===== src/rtl/lb_pkg.sv =====
package lb_pkg;
   typedef enum logic {
      LB_IDLE  = 1'b0,
      LB_ARMED = 1'b1
   } lb_state_e;

   function automatic int lb_max(input int a, input int b);
      return (a > b) ? a : b;
   endfunction
endpackage


===== src/rtl/lb_countdown.sv =====
module lb_countdown #(
   parameter int CNT_W = 12
) (
   input  logic             clk,
   input  logic             rst_n,
   input  logic             load_i,
   input  logic [CNT_W-1:0] load_val_i,
   input  logic             dec_i,
   output logic [CNT_W-1:0] cnt_o
);
   localparam logic [CNT_W-1:0] CNT_ZERO = '0;
   localparam logic [CNT_W-1:0] CNT_ONE  = {{(CNT_W-1){1'b0}}, 1'b1};

   logic [CNT_W-1:0] cnt_q;
   logic             at_floor;

   assign at_floor = (cnt_q == CNT_ZERO);

   always_ff @(posedge clk or negedge rst_n) begin
      if (!rst_n) begin
         cnt_q <= CNT_ZERO;
      end else if (load_i) begin
         cnt_q <= load_val_i;
      end else if (dec_i && !at_floor) begin
         cnt_q <= cnt_q - CNT_ONE;
      end
   end

   assign cnt_o = cnt_q;
endmodule


===== src/rtl/lb_capture.sv =====
module lb_capture #(
   parameter int ADDR_W = 24,
   parameter int LVL_W  = 3
) (
   input  logic              clk,
   input  logic              rst_n,
   input  logic              load_i,
   input  logic [ADDR_W-1:0] addr_i,
   input  logic [LVL_W-1:0]  lvl_i,
   output logic [ADDR_W-1:0] addr_o,
   output logic [LVL_W-1:0]  lvl_o
);
   logic [ADDR_W-1:0] addr_q;
   logic [LVL_W-1:0]  lvl_q;

   always_ff @(posedge clk or negedge rst_n) begin
      if (!rst_n) begin
         addr_q <= '0;
         lvl_q  <= '0;
      end else if (load_i) begin
         addr_q <= addr_i;
         lvl_q  <= lvl_i;
      end
   end

   assign addr_o = addr_q;
   assign lvl_o  = lvl_q;
endmodule


===== src/rtl/lb_fire.sv =====
module lb_fire #(
   parameter int CNT_W = 12,
   parameter int LVL_W = 3
) (
   input  logic [CNT_W-1:0] cnt_i,
   input  logic [LVL_W-1:0] lvl_i,
   output logic             reach_o
);
   localparam int CMP_W = lb_pkg::lb_max(CNT_W, LVL_W);

   logic [CMP_W-1:0] cnt_w;
   logic [CMP_W-1:0] lvl_w;

   generate
      if (CNT_W == CMP_W) begin : g_cnt_wide
         assign cnt_w = cnt_i;
      end else begin : g_cnt_pad
         assign cnt_w = {{(CMP_W-CNT_W){1'b0}}, cnt_i};
      end
      if (LVL_W == CMP_W) begin : g_lvl_wide
         assign lvl_w = lvl_i;
      end else begin : g_lvl_pad
         assign lvl_w = {{(CMP_W-LVL_W){1'b0}}, lvl_i};
      end
   endgenerate

   // remaining minus level offset is zero or negative
   assign reach_o = (cnt_w <= lvl_w);
endmodule


===== src/rtl/loopback_trigger.sv =====
module loopback_trigger #(
   parameter int CNT_W  = 12,
   parameter int ADDR_W = 24,
   parameter int LVL_W  = 3
) (
   input  logic              clk,
   input  logic              rst_n,
   input  logic              load_i,
   input  logic [CNT_W-1:0]  load_count_i,
   input  logic [ADDR_W-1:0] load_addr_i,
   input  logic [LVL_W-1:0]  load_levels_i,
   input  logic              entry_i,
   output logic              redirect_o,
   output logic [ADDR_W-1:0] redirect_addr_o
);
   import lb_pkg::*;

   generate
      if (CNT_W < 1 || CNT_W > 32) begin : g_bad_cnt
         $error("loopback_trigger: CNT_W out of range");
      end
      if (ADDR_W < 1) begin : g_bad_addr
         $error("loopback_trigger: ADDR_W must be positive");
      end
      if (LVL_W < 1 || LVL_W > CNT_W) begin : g_bad_lvl
         $error("loopback_trigger: LVL_W must be 1..CNT_W");
      end
   endgenerate

   lb_state_e        state_q;
   logic             armed;
   logic             reach;
   logic             fire;
   logic             dec;
   logic [CNT_W-1:0] cnt_q;
   logic [LVL_W-1:0] lvl_q;

   assign armed = (state_q == LB_ARMED);
   assign fire  = armed && reach;
   assign dec   = armed && entry_i && !reach && !load_i;

   always_ff @(posedge clk or negedge rst_n) begin
      if (!rst_n) begin
         state_q <= LB_IDLE;
      end else if (load_i) begin
         state_q <= LB_ARMED;
      end else if (fire) begin
         state_q <= LB_IDLE;
      end
   end

   lb_countdown #(.CNT_W(CNT_W)) u_count (
      .clk        (clk),
      .rst_n      (rst_n),
      .load_i     (load_i),
      .load_val_i (load_count_i),
      .dec_i      (dec),
      .cnt_o      (cnt_q)
   );

   lb_capture #(.ADDR_W(ADDR_W), .LVL_W(LVL_W)) u_capture (
      .clk    (clk),
      .rst_n  (rst_n),
      .load_i (load_i),
      .addr_i (load_addr_i),
      .lvl_i  (load_levels_i),
      .addr_o (redirect_addr_o),
      .lvl_o  (lvl_q)
   );

   lb_fire #(.CNT_W(CNT_W), .LVL_W(LVL_W)) u_fire (
      .cnt_i   (cnt_q),
      .lvl_i   (lvl_q),
      .reach_o (reach)
   );

   assign redirect_o = fire;
endmodule


===== config.mk =====
export PLATFORM = sky130hd
export DESIGN_NAME = loopback_trigger
export DESIGN_NICKNAME = d
export VERILOG_FILES = /design/src/rtl/lb_pkg.sv /design/src/rtl/lb_countdown.sv /design/src/rtl/lb_capture.sv /design/src/rtl/lb_fire.sv /design/src/rtl/loopback_trigger.sv
export SDC_FILE = /design/constraint.sdc
export NUM_CORES = 1
export LEC_CHECK = 0
export BUFFER_PORTS_ARGS = -buffer_cell sky130_fd_sc_hd__buf_2
export CAP_MARGIN = 20
export CELL_PAD_IN_SITES_DETAIL_PLACEMENT = 0
export CELL_PAD_IN_SITES_GLOBAL_PLACEMENT = 2
export CORE_MARGIN = 5
export CORE_UTILIZATION = 30
export CTS_BUF_LIST = sky130_fd_sc_hd__clkbuf_4 sky130_fd_sc_hd__clkbuf_8 sky130_fd_sc_hd__clkbuf_16
export DETAILED_ROUTE_END_ITERATION = 8
export PLACE_DENSITY = 0.76
export SLEW_MARGIN = 20
export SYNTH_ARGS = -nofsm -noshare
export SYNTH_HDL_FRONTEND = slang
export SYNTH_SLANG_ARGS = --single-unit

===== constraint.sdc =====
create_clock -name clk -period 3.8 [get_ports clk]
set_clock_uncertainty 0.1 [all_clocks]
set_input_delay 0.57 -clock clk [delete_from_list [all_inputs] [get_ports clk]]
set_output_delay 0.57 -clock clk [all_outputs]
set_load 0.02 [all_outputs]

=== Word level (Yosys, flattened, before mapping) ===
Cells that the tools add are included.

* Add/sub/neg operators: 1
* Order comparisons: 1
* Multiplexer cells: 4
* Reductions and logical operators: 11

{| class="wikitable"
|+ Operators with widths
! kind !! number
|-
| 2-to-1 mux 12 bit || 2
|-
| <= comparator 12 x 3 -> 1 bit || 1
|-
| zero test 12 bit || 1
|-
| subtractor 12 x 1 -> 12 bit (second input constant) || 1
|-
| logical AND 1 bit || 5
|-
| nonzero test 2 bit || 2
|-
| zero test 1 bit || 3
|-
| 2-to-1 mux 1 bit || 2
|}

* Flip-flop bits (word level): 40
* Bits of input ports: 43
* Logic and storage cells: 21

=== Longest topological paths before layout ===
Gate-level depths: netlist (run 1).

* Word-level depth: 7
* Gate-level depth with buffers: 7

=== Cells and area by module ===
From an unflattened synthesis (run 1), not the netlist that was laid out.

* Cell total of the unflattened synthesis: 161
* Area, all modules: 2014.4 µm²

{| class="wikitable"
|+ Modules (own cells, without submodules)
! module !! instances !! cells each !! area each (µm²) !! seq. area each (µm²)
|-
| lb_capture || 1 || 57 || 1106.1 || 675.6
|-
| lb_countdown || 1 || 84 || 749.5 || 300.3
|-
| lb_fire || 1 || 15 || 102.6 || 0.0
|-
| loopback_trigger || 1 || 5 || 56.3 || 25.0
|}

=== Worst setup path after synthesis (run 1) ===
Ideal clock, no wire load.

* Kind: reg2out
* From: register u_count.cnt_q[1] (netlist: u_count.cnt_o[1])
* To: output redirect_o
* Data arrival time: 1392 ps
* Required time: 3130 ps
* Setup slack: 1738 ps
* Cell stages (with the launch flop): 7
* Buffers on the path: 0
* Cell sequence: dfrtp_1 ha_1 nor2b_1 o21ai_0 nand2b_1 a21oi_1 and2_1

* Longest elaborated chain between the ends: 2

{| class="wikitable"
|+ RTL lines
! what !! RTL line !! source
|-
| from (decl) || lb_countdown.sv:14 || <nowiki>logic [CNT_W-1:0] cnt_q;</nowiki>
|-
| from (signal assigned) || lb_countdown.sv:23 || <nowiki>cnt_q <= load_val_i;</nowiki>
|-
| from (signal assigned) || lb_countdown.sv:25 || <nowiki>cnt_q <= cnt_q - CNT_ONE;</nowiki>
|-
| <= comparator 12 x 3 -> 1 bit || lb_fire.sv:28 || <nowiki>assign reach_o = (cnt_w <= lvl_w);</nowiki>
|-
| logical AND 1 bit || loopback_trigger.sv:39 || <nowiki>assign fire = armed && reach;</nowiki>
|-
| to (decl) || loopback_trigger.sv:13 || <nowiki>output logic redirect_o,</nowiki>
|}

Every way passes these cells.

=== Worst setup path after layout (run 1) ===
Same ends and word-level chain as after synthesis.

==> results of run 1 <==
logic make-up (layout without fill, tap and decap cells):
kind of cell	count (synthesis)	count (layout)	synth area share, %
flip-flops	40	40	53.3
adder cells (fa/ha/maj)	4	4	2.67
AO/OA/AOI/OAI	29	29	10.7
AND/OR/NAND/NOR	48	48	13.1
buffers and inverters	16	84	3.20
multiplexers	27	27	16.1
XOR/XNOR	2	2	0.934
stage by stage:
stage / cells / hold slack [ps] / setup slack [ps] / power (mW) / utilization (%)
3_5_place_dp: 302 / 390 / 1620 / 0.698 / 38.2
2_1_floorplan: 166 / 174 / 1740 / 0.621 / -
3_3_place_gp: 302 / 385 / 1650 / 0.698 / 38.2
6_report: 309 / 310 / 1300 / 0.959 / 39.5
4_1_cts: 309 / 345 / 1290 / 0.977 / 39.5
5_1_grt: 309 / 386 / 1150 / 1.02 / 39.5
worst min-delay path by stage:
stage / start / cells past startpoint / endpoint
floorplan: rst_n / 0 / armed$_DFFE_PN0P_
global placement: u_capture.addr_o[17]$_DFFE_PN0P_ / 1 / u_capture.addr_o[17]$_DFFE_PN0P_
detailed placement: u_capture.addr_o[18]$_DFFE_PN0P_ / 1 / u_capture.addr_o[18]$_DFFE_PN0P_
CTS: rst_n / 1 / u_count.cnt_o[0]$_DFFE_PN0P_
global route: rst_n / 1 / u_capture.lvl_o[1]$_DFFE_PN0P_
finish: rst_n / 1 / u_count.cnt_o[0]$_DFFE_PN0P_
synth_stat cells:
cell type                    n  area share, %
sky130_fd_sc_hd__or4_4       2            1.2
sky130_fd_sc_hd__mux2_2     25             15
sky130_fd_sc_hd__clkbuf_1    7            1.4
sky130_fd_sc_hd__o21ai_1     1           0.27
sky130_fd_sc_hd__and2_1      2           0.67
sky130_fd_sc_hd__o21bai_1    1           0.40
sky130_fd_sc_hd__nand4_1     2           0.67
sky130_fd_sc_hd__nor2_1     11            2.2
sky130_fd_sc_hd__nand2b_1    1           0.33
sky130_fd_sc_hd__or2_4       1           0.47
sky130_fd_sc_hd__nor3_1      6            1.6
sky130_fd_sc_hd__xnor2_1     1           0.47
sky130_fd_sc_hd__a21oi_1     3           0.80
sky130_fd_sc_hd__o211ai_2    1           0.67
sky130_fd_sc_hd__o221ai_1    1           0.47
sky130_fd_sc_hd__a2bb2oi_1   1           0.47
sky130_fd_sc_hd__ha_1        4            2.7
sky130_fd_sc_hd__nand4b_1    1           0.47
sky130_fd_sc_hd__or3_1       2           0.67
sky130_fd_sc_hd__nand2_1    10            2.0
sky130_fd_sc_hd__o21ai_0    11            2.9
sky130_fd_sc_hd__nand3_1     8            2.1
sky130_fd_sc_hd__dfrtp_1    40             53
sky130_fd_sc_hd__a31o_2      1           0.47
sky130_fd_sc_hd__mux2i_1     2            1.1
sky130_fd_sc_hd__inv_1       9            1.8
sky130_fd_sc_hd__a21o_1      3            1.2
sky130_fd_sc_hd__nor2b_1     2           0.67
sky130_fd_sc_hd__o311ai_4    1            1.4
sky130_fd_sc_hd__xor2_1      1           0.47
sky130_fd_sc_hd__a31oi_1     5            1.7
state kept, by name, indices dropped and copies added, names as in the netlist:
signal / count
armed: 1
u_count.cnt_o: 12
u_capture.lvl_o: 3
u_capture.addr_o: 24
per-layer routing:
| layer | track usage, % | part of all wire, % |
|---|---|---|
| met1 | 15.3 | 44 |
| met2 | 18.1 | 44 |
| met3 | 6.36 | 12 |
| met4 | 3.25 | 0.60 |
| met5 | 0 | 0 |
area by class of cell:
class	instances	area, um^2
Inverter	9	33.8
Timing Repair Buffer	68	343
Sequential cell	40	1000
Clock buffer	5	68.8
Multi-Input combinational cell	110	816
Tap cell	75	93.8
Fill cell	603	3620
Clock inverter	2	12.5
critical path, cell delays in order, from the launching register on:
cell and delay, ps:
sky130_fd_sc_hd__dfrtp_1 410, sky130_fd_sc_hd__ha_1 310, sky130_fd_sc_hd__nor2b_1 140, sky130_fd_sc_hd__o21ai_0 140, sky130_fd_sc_hd__nand2b_1 70, sky130_fd_sc_hd__a21oi_1 170
sky130_fd_sc_hd__and2_1 140, sky130_fd_sc_hd__buf_2 150
report_power, final:
| group | switching (mW) | leakage (nW) | internal [mW] |
|---|---|---|---|
| Combinational | 0.107 | 0.616 | 0.0863 |
| Clock | 0.147 | 0.0400 | 0.124 |
| Sequential | 0.0270 | 0.465 | 0.466 |
==> results.txt, run 1 <==
- The run finished with clean final reports.
* Critical Path AT: 1830 ps
- Number of cells traversed by the worst register-to-register path: 5
- Count of instances resized after the clock tree is built: 0
* H-tree levels: 2
- Leakage power: 1.12 nW
* TritonCTS clock tree: yes
- In the finished design, the share of the clock period the worst path needs comes to approximately 66%.
- Number of hold buffers added after cts: 0
- The number of nets handed over by synthesis was 213.
* Overall global routing resource usage: around 12%
- Of the cells placed in the final design, the portion with a size suffix greater than 1 is 45.3%.
- The setup path with the least slack is of type reg -> out.
- Counting along the longest clock path gives a buffer depth of 2.
* Worst voltage drop across the vdd grid: 0.000167 V
- Accumulated negative setup slack: 0 ps
- Initial DRC count: 47
- Post-CTS setup repair buffer count: 0
- Root Buffer: sky130_fd_sc_hd__clkbuf_8
- Number of vias per cell after detailed routing: around 4.7
- Overall die area: 7940 um^2
* Antenna violations before repair: 0
* Worst setup path endpoint: redirect_o
* Setup crit end kind: output port
- After synthesis, the netlist uses 31 different library cells.
- For this design, the sink count on the clock tree is 40.
* Clock latency of the later-clocked register in the worst-skew pair: a little under 300 ps
- Highest-count cells in the layout ignoring fill and taps: sky130_fd_sc_hd__buf_2, sky130_fd_sc_hd__dfrtp_1, sky130_fd_sc_hd__mux2_2, sky130_fd_sc_hd__o21ai_0, sky130_fd_sc_hd__nor2_1
- Gpl congestion: 0.738
* Rel. slew slack: between 30% and 40%
- Worst R2R Start: u_count.cnt_o[1]$_DFFE_PN0P_
- Sequential cells were found to cover 53.3% of the synthesized design area.
- Required @ worst endpoint: approximately 3100 ps
- Number of CTS-inserted buffers: 5
- The mapped netlist covers 1880 um^2.
* # nets final: 281
* Average detailed-routed wire length per instance: 14.1 um
* Number of buffers inserted by port buffering: 67
- Core outline area: 5990 um^2
- RSZ-0062 raised after global routing: false
- Timing startpoint of the critical path: u_count.cnt_o[1]$_DFFE_PN0P_
- After detailed routing, the number of remaining DRC violations is 0.
- The finished cells cover approximately 2400 um^2.
* Overall die width: approximately 89 um
* Largest net degree at the start of global routing: 41
* Max-capacitance violation count: 0
- Summing over every cut layer, the via total after detailed routing is between 1k and 1.5k.
- After detailed placement, the total cell area comes to 2290 um^2.
- Fmax: 401 MHz
- Most frequent standard cell in the layout excluding fill and tap cells: sky130_fd_sc_hd__buf_2
- Counting I/O delays and the setup requirement, the final critical path takes 2500 ps.
* Transition time at the pin with the least slew margin: 912 ps
- Worst R2R End: u_count.cnt_o[11]$_DFFE_PN0P_
* Antenna cell count: 0
* Via count of the first global-routing pass: 1511
- Final antenna-violating net count: 0
- Flops & latches, synth: 40
- Of all nets on the critical path, the largest fanout is 4.
- Total wire length after detailed routing: 4.35 mm
- Starting Density: 31.3%
- In this run the vertical extent of the chip is 89.1 um.
* Number of synthesis warnings: 0
* Sum of overflow across all layers after global routing: 0
* Post-DP HPWL: ~3.2 mm
- Averaged over all synthesized cells, the footprint is 11.3 um^2.
* Max-slew violations: 0
- In this run the power density over the cells is 405 nW/um^2.
* Setup violation total in the final timing report: 0
- Final-report hold violation count: 0
- Critical Path Start Type: register
* Row Count: 28
- Total iterations of the first detailed-routing run: 4
- Worst setup slack for register-to-register paths: 1650 ps
- Wire length of the first global-routing pass: 7.34 mm
- The min-delay analysis places its worst path in the category in -> async.
* Area grow syn2layout: 26.2%
- Clock transition at the register clock pins on the worst setup and hold paths after CTS: 80 ps
* Synthesized instance count: 166
- Ports placed on the boundary: 68
(Power assumes the default switching activity.)
==> run 2, diff against run 1 <==
- ABC_AREA: unset -> 1
- CORE_UTILIZATION: 30 -> 27
- PLACE_DENSITY: 0.76 -> 0.77
- clock period: 3.8 -> 2.5 ns (I/O delays scaled with it)
==> run 2 against run 1 <==
Compared with the run above: clock power up 130%; core utilization decreased by 3.7 points; critical endpoint unchanged; largest cell class unchanged; synthesized cell count is 73% higher; non-clock buffer count rose by 6.
==> results.txt, run 2 <==
- Counting every net in the synthesized netlist gives 335.
- The critical path ends at redirect_o.
- After synthesis, the largest area contributor takes up 48.9% of total cell area.
- The pre-antenna-repair detailed-routing pass consisted of 4 iterations.
* Count of instances resized after the clock tree is built: 0
- From bottom edge to top edge, the die measures between 90 and 100 um.
- Timing startpoint of the critical path: u_count.cnt_o[2]$_DFFE_PN0P_
* Starting Density: 27.9%
- In this run the tool buffered the top-level ports with between 60 and 70 buffer cells.
- Counting flops and latches in the post-synthesis netlist gives 40.
* Accumulated negative setup slack: 0 ps
- The clock period could shrink to 2170 ps.
- The number of buffers and inverters on the critical path is 2.
- In the global route stage, overall resource usage came out at 12.3%.
- Synthesis produced a netlist whose cell count is 288.
- Fill cells in the final layout number 809.
* Max-capacitance violation count: 0
- Path category of the worst min-delay check: in -> reg
* Number of cells traversed by the worst register-to-register path: 9
- Crit path largest cell delay: approximately 400 ps
* Share of the cycle needed by the critical path after routing: 86.9%
* RSZ-0062 raised after global routing: false
* Wire length of the first global-routing pass: 9.79 mm
* Worst R2R Start: u_count.cnt_o[0]$_DFFE_PN0P_
- For this design the ratio of total power to cell area is 698 nW/um^2.
- Max reg flops: 24
- In this run the core area contains 31 standard-cell rows.
* Root Buffer: sky130_fd_sc_hd__clkbuf_8
* Max Buffers Root-to-Sink: 2
* Post-DP HPWL: 3.97 mm
- Of the synthesized area, sequential elements account for 48.9%.
- STA puts the critical path data arrival time at 1700 ps.
* Highest-count cells in the layout ignoring fill and taps: sky130_fd_sc_hd__nand2_1, sky130_fd_sc_hd__buf_2, sky130_fd_sc_hd__dfrtp_1, sky130_fd_sc_hd__inv_1, sky130_fd_sc_hd__nand3_1
- Via Count: ~1.9k
* Max-slew violations: 0
- Core outline area: 7330 um^2
- Overall die width: 97.1 um
- Clock-pin slew was measured on the worst setup and hold paths at 80 ps.
- Highest fanout seen on the critical path: 3
- Remaining routing DRC violations: 0
- Entering global routing, the biggest net connects 44 pins.
- Antenna cell count: 0
- TritonCTS built the clock tree.
- Worst R2R End: u_count.cnt_o[1]$_DFFE_PN0P_
* Critical Path Start Type: register
- Initial DRC count: 72
* Cells taking the most area after synthesis: sky130_fd_sc_hd__dfrtp_1, sky130_fd_sc_hd__nand2_1, sky130_fd_sc_hd__nand3_1
* Transition time at the pin with the least slew margin: 490 ps
* Setup violation total in the final timing report: 0
* Fraction of synthesis flops using an asynchronous set or reset pin: 100%
- Most instantiated library cell after synthesis: sky130_fd_sc_hd__nand2_1
- Summed over all instances, the cell type with the most area after synthesis is sky130_fd_sc_hd__dfrtp_1.
- Total wire length after detailed routing: 5.55 mm
- For this run, the top clock speed supported by timing is 461 MHz.
- Via count of the first global-routing pass: ~2.1k
* Total number of cells along the worst setup path: 8
* Ports placed on the boundary: 68
* Crit-path slowest cell: sky130_fd_sc_hd__dfrtp_1
- Clock latency of the later-clocked register in the worst-skew pair: 300 ps
- The die covers 9420 um^2.
- Crit path max-delay family: simple AND/OR/NAND/NOR gates
- Leakage power: 1.54 nW
- Post-CTS timing repair inserted 0 buffers for setup.
- Share of layout cells above drive strength 1: 23.5%
- For this run, the number of Yosys warnings is 0.
- # nets final: between 400 and 500
- Once detail routing completed, the nets flagged for antenna violations numbered 0.
* Final-report hold violation count: 0
* Commonest register cell after synthesis: sky130_fd_sc_hd__dfrtp_1
- Routability-driven placement finished with a final weighted congestion of roughly 0.75.
* Type of the worst setup path: reg -> out
- Required @ worst endpoint: 2030 ps
* Area grow syn2layout: 28.4%
- The worst register-to-register path has a setup slack of about 700 ps.
* Number of distinct library cells after synthesis: 17
* Result of the run: finished clean
- In this run, CTS created clock tree buffers numbering 5.
- H-tree levels: 2
- Rel. slew slack: 67.3%
* Average detailed-routed wire length per instance: 12.2 um
* Total standard cell area after synthesis: around 2000 um^2
- Sum of overflow across all layers after global routing: 0
* Setup crit end kind: output port
* Top cell types by occurrence after synthesis: sky130_fd_sc_hd__nand2_1, sky130_fd_sc_hd__dfrtp_1, sky130_fd_sc_hd__inv_1
- Cell chain of the critical path: ha_1, inv_1, nor2_1, nand4_1, nand2_1, nand2_1, nor2_1, buf_2
- Syn_area_per_cell: 7.11 um^2
* Number of flops mapped to enable cells by yosys: 0
- VDD sags by at most 0.000221 V.
- The design draws 1.83 mW.
- Sinks on the clock net: 40
* Number of vias per cell after detailed routing: 4.20
* Antenna violations before repair: 0
* Most frequent standard cell in the layout excluding fill and tap cells: sky130_fd_sc_hd__nand2_1
-- run 2: cell types whose count changed after synthesis, moves of 6 or more --
cell	change
sky130_fd_sc_hd__nor3_1	-6
sky130_fd_sc_hd__inv_1	+14
sky130_fd_sc_hd__nor2_1	+6
sky130_fd_sc_hd__nand3_1	+14
sky130_fd_sc_hd__mux2_2	-25
sky130_fd_sc_hd__nand2_1	+141
-- run 2: timing repair --
item | in CTS | in global routing
setup endpoints to repair | 0 | 0
endpoints found under the hold margin | 10 | 0
hold buffers | 1 | 0
-- run 2: power by group --
group	switching (mW)	internal (mW)
registers	0.0599	0.721
logic	0.273	0.154
clock network	0.232	0.393
total	0.565	1.27
-- run 2: worst min-delay path by stage --
| stage | startpoint | to | cells past startpoint |
|---|---|---|---|
| 6_report | load_addr_i[17] | u_capture.addr_o[17]$_DFFE_PN0P_ | 3 |
| 5_1_grt | load_addr_i[14] | u_capture.addr_o[14]$_DFFE_PN0P_ | 3 |
| 4_1_cts | load_addr_i[17] | u_capture.addr_o[17]$_DFFE_PN0P_ | 3 |
| 3_5_place_dp | rst_n | u_count.cnt_o[3]$_DFFE_PN0P_ | 1 |
| 3_3_place_gp | rst_n | u_count.cnt_o[3]$_DFFE_PN0P_ | 1 |
| 2_1_floorplan | rst_n | armed$_DFFE_PN0P_ | 0 |
-- run 2: metrics by stage --
step,cell area [um^2],cells,setup WS [ps],utilization [%],hold WS [ps]
detailed placement,2490,448,628,33.9,181
CTS,2630,456,299,35.8,165
global placement,2490,448,615,33.9,181
global route,2630,456,174,35.8,171
finish,2630,456,329,35.8,174
floorplan,2050,288,723,-,-20.6
-- run 2: cell type report --
class                   count  area, um^2  share of cell area, %
multi-input cells         213         897                   34.1
repair buffers             74         390                   14.9
well taps                  99         124                   4.71
clock inverters             2        60.1                   2.29
inverters                  23        86.3                   3.29
clock buffers               5        68.8                   2.62
flip-flops and latches     40        1000                   38.1
-- run 2: logic make-up (layout without fill, tap and decap cells) --
| family | after synthesis | after routing | share of synthesized area, % |
|---|---|---|---|
| AOI/OAI and AO/OA | 13 | 13 | 3.18 |
| adders and majority gates | 4 | 4 | 2.45 |
| buffers and inverters | 35 | 104 | 7.27 |
| DFF | 40 | 40 | 48.9 |
| and+or+nand+nor | 196 | 196 | 38.2 |
-- run 2: routing by layer --
| layer | vias to the layer above | GRT usage (%) | wire (um) |
|---|---|---|---|
| met5 | - | 0 | 0 |
| met4 | 0 | 2.92 | 51 |
| met3 | 7 | 4.02 | 333 |
| met2 | 52 | 19.2 | 2330 |
| met1 | 846 | 16.6 | 2830 |
| li1 | 1011 | - | - |
-- run 2: worst reg2reg max path, delay by kind of cell, from the launching register on --
family          cells  cell delay (ps)
compound gates      1              110
simple gates        6              770
fa+ha+maj           1              210
buf+inv             1              100
flops               1              390
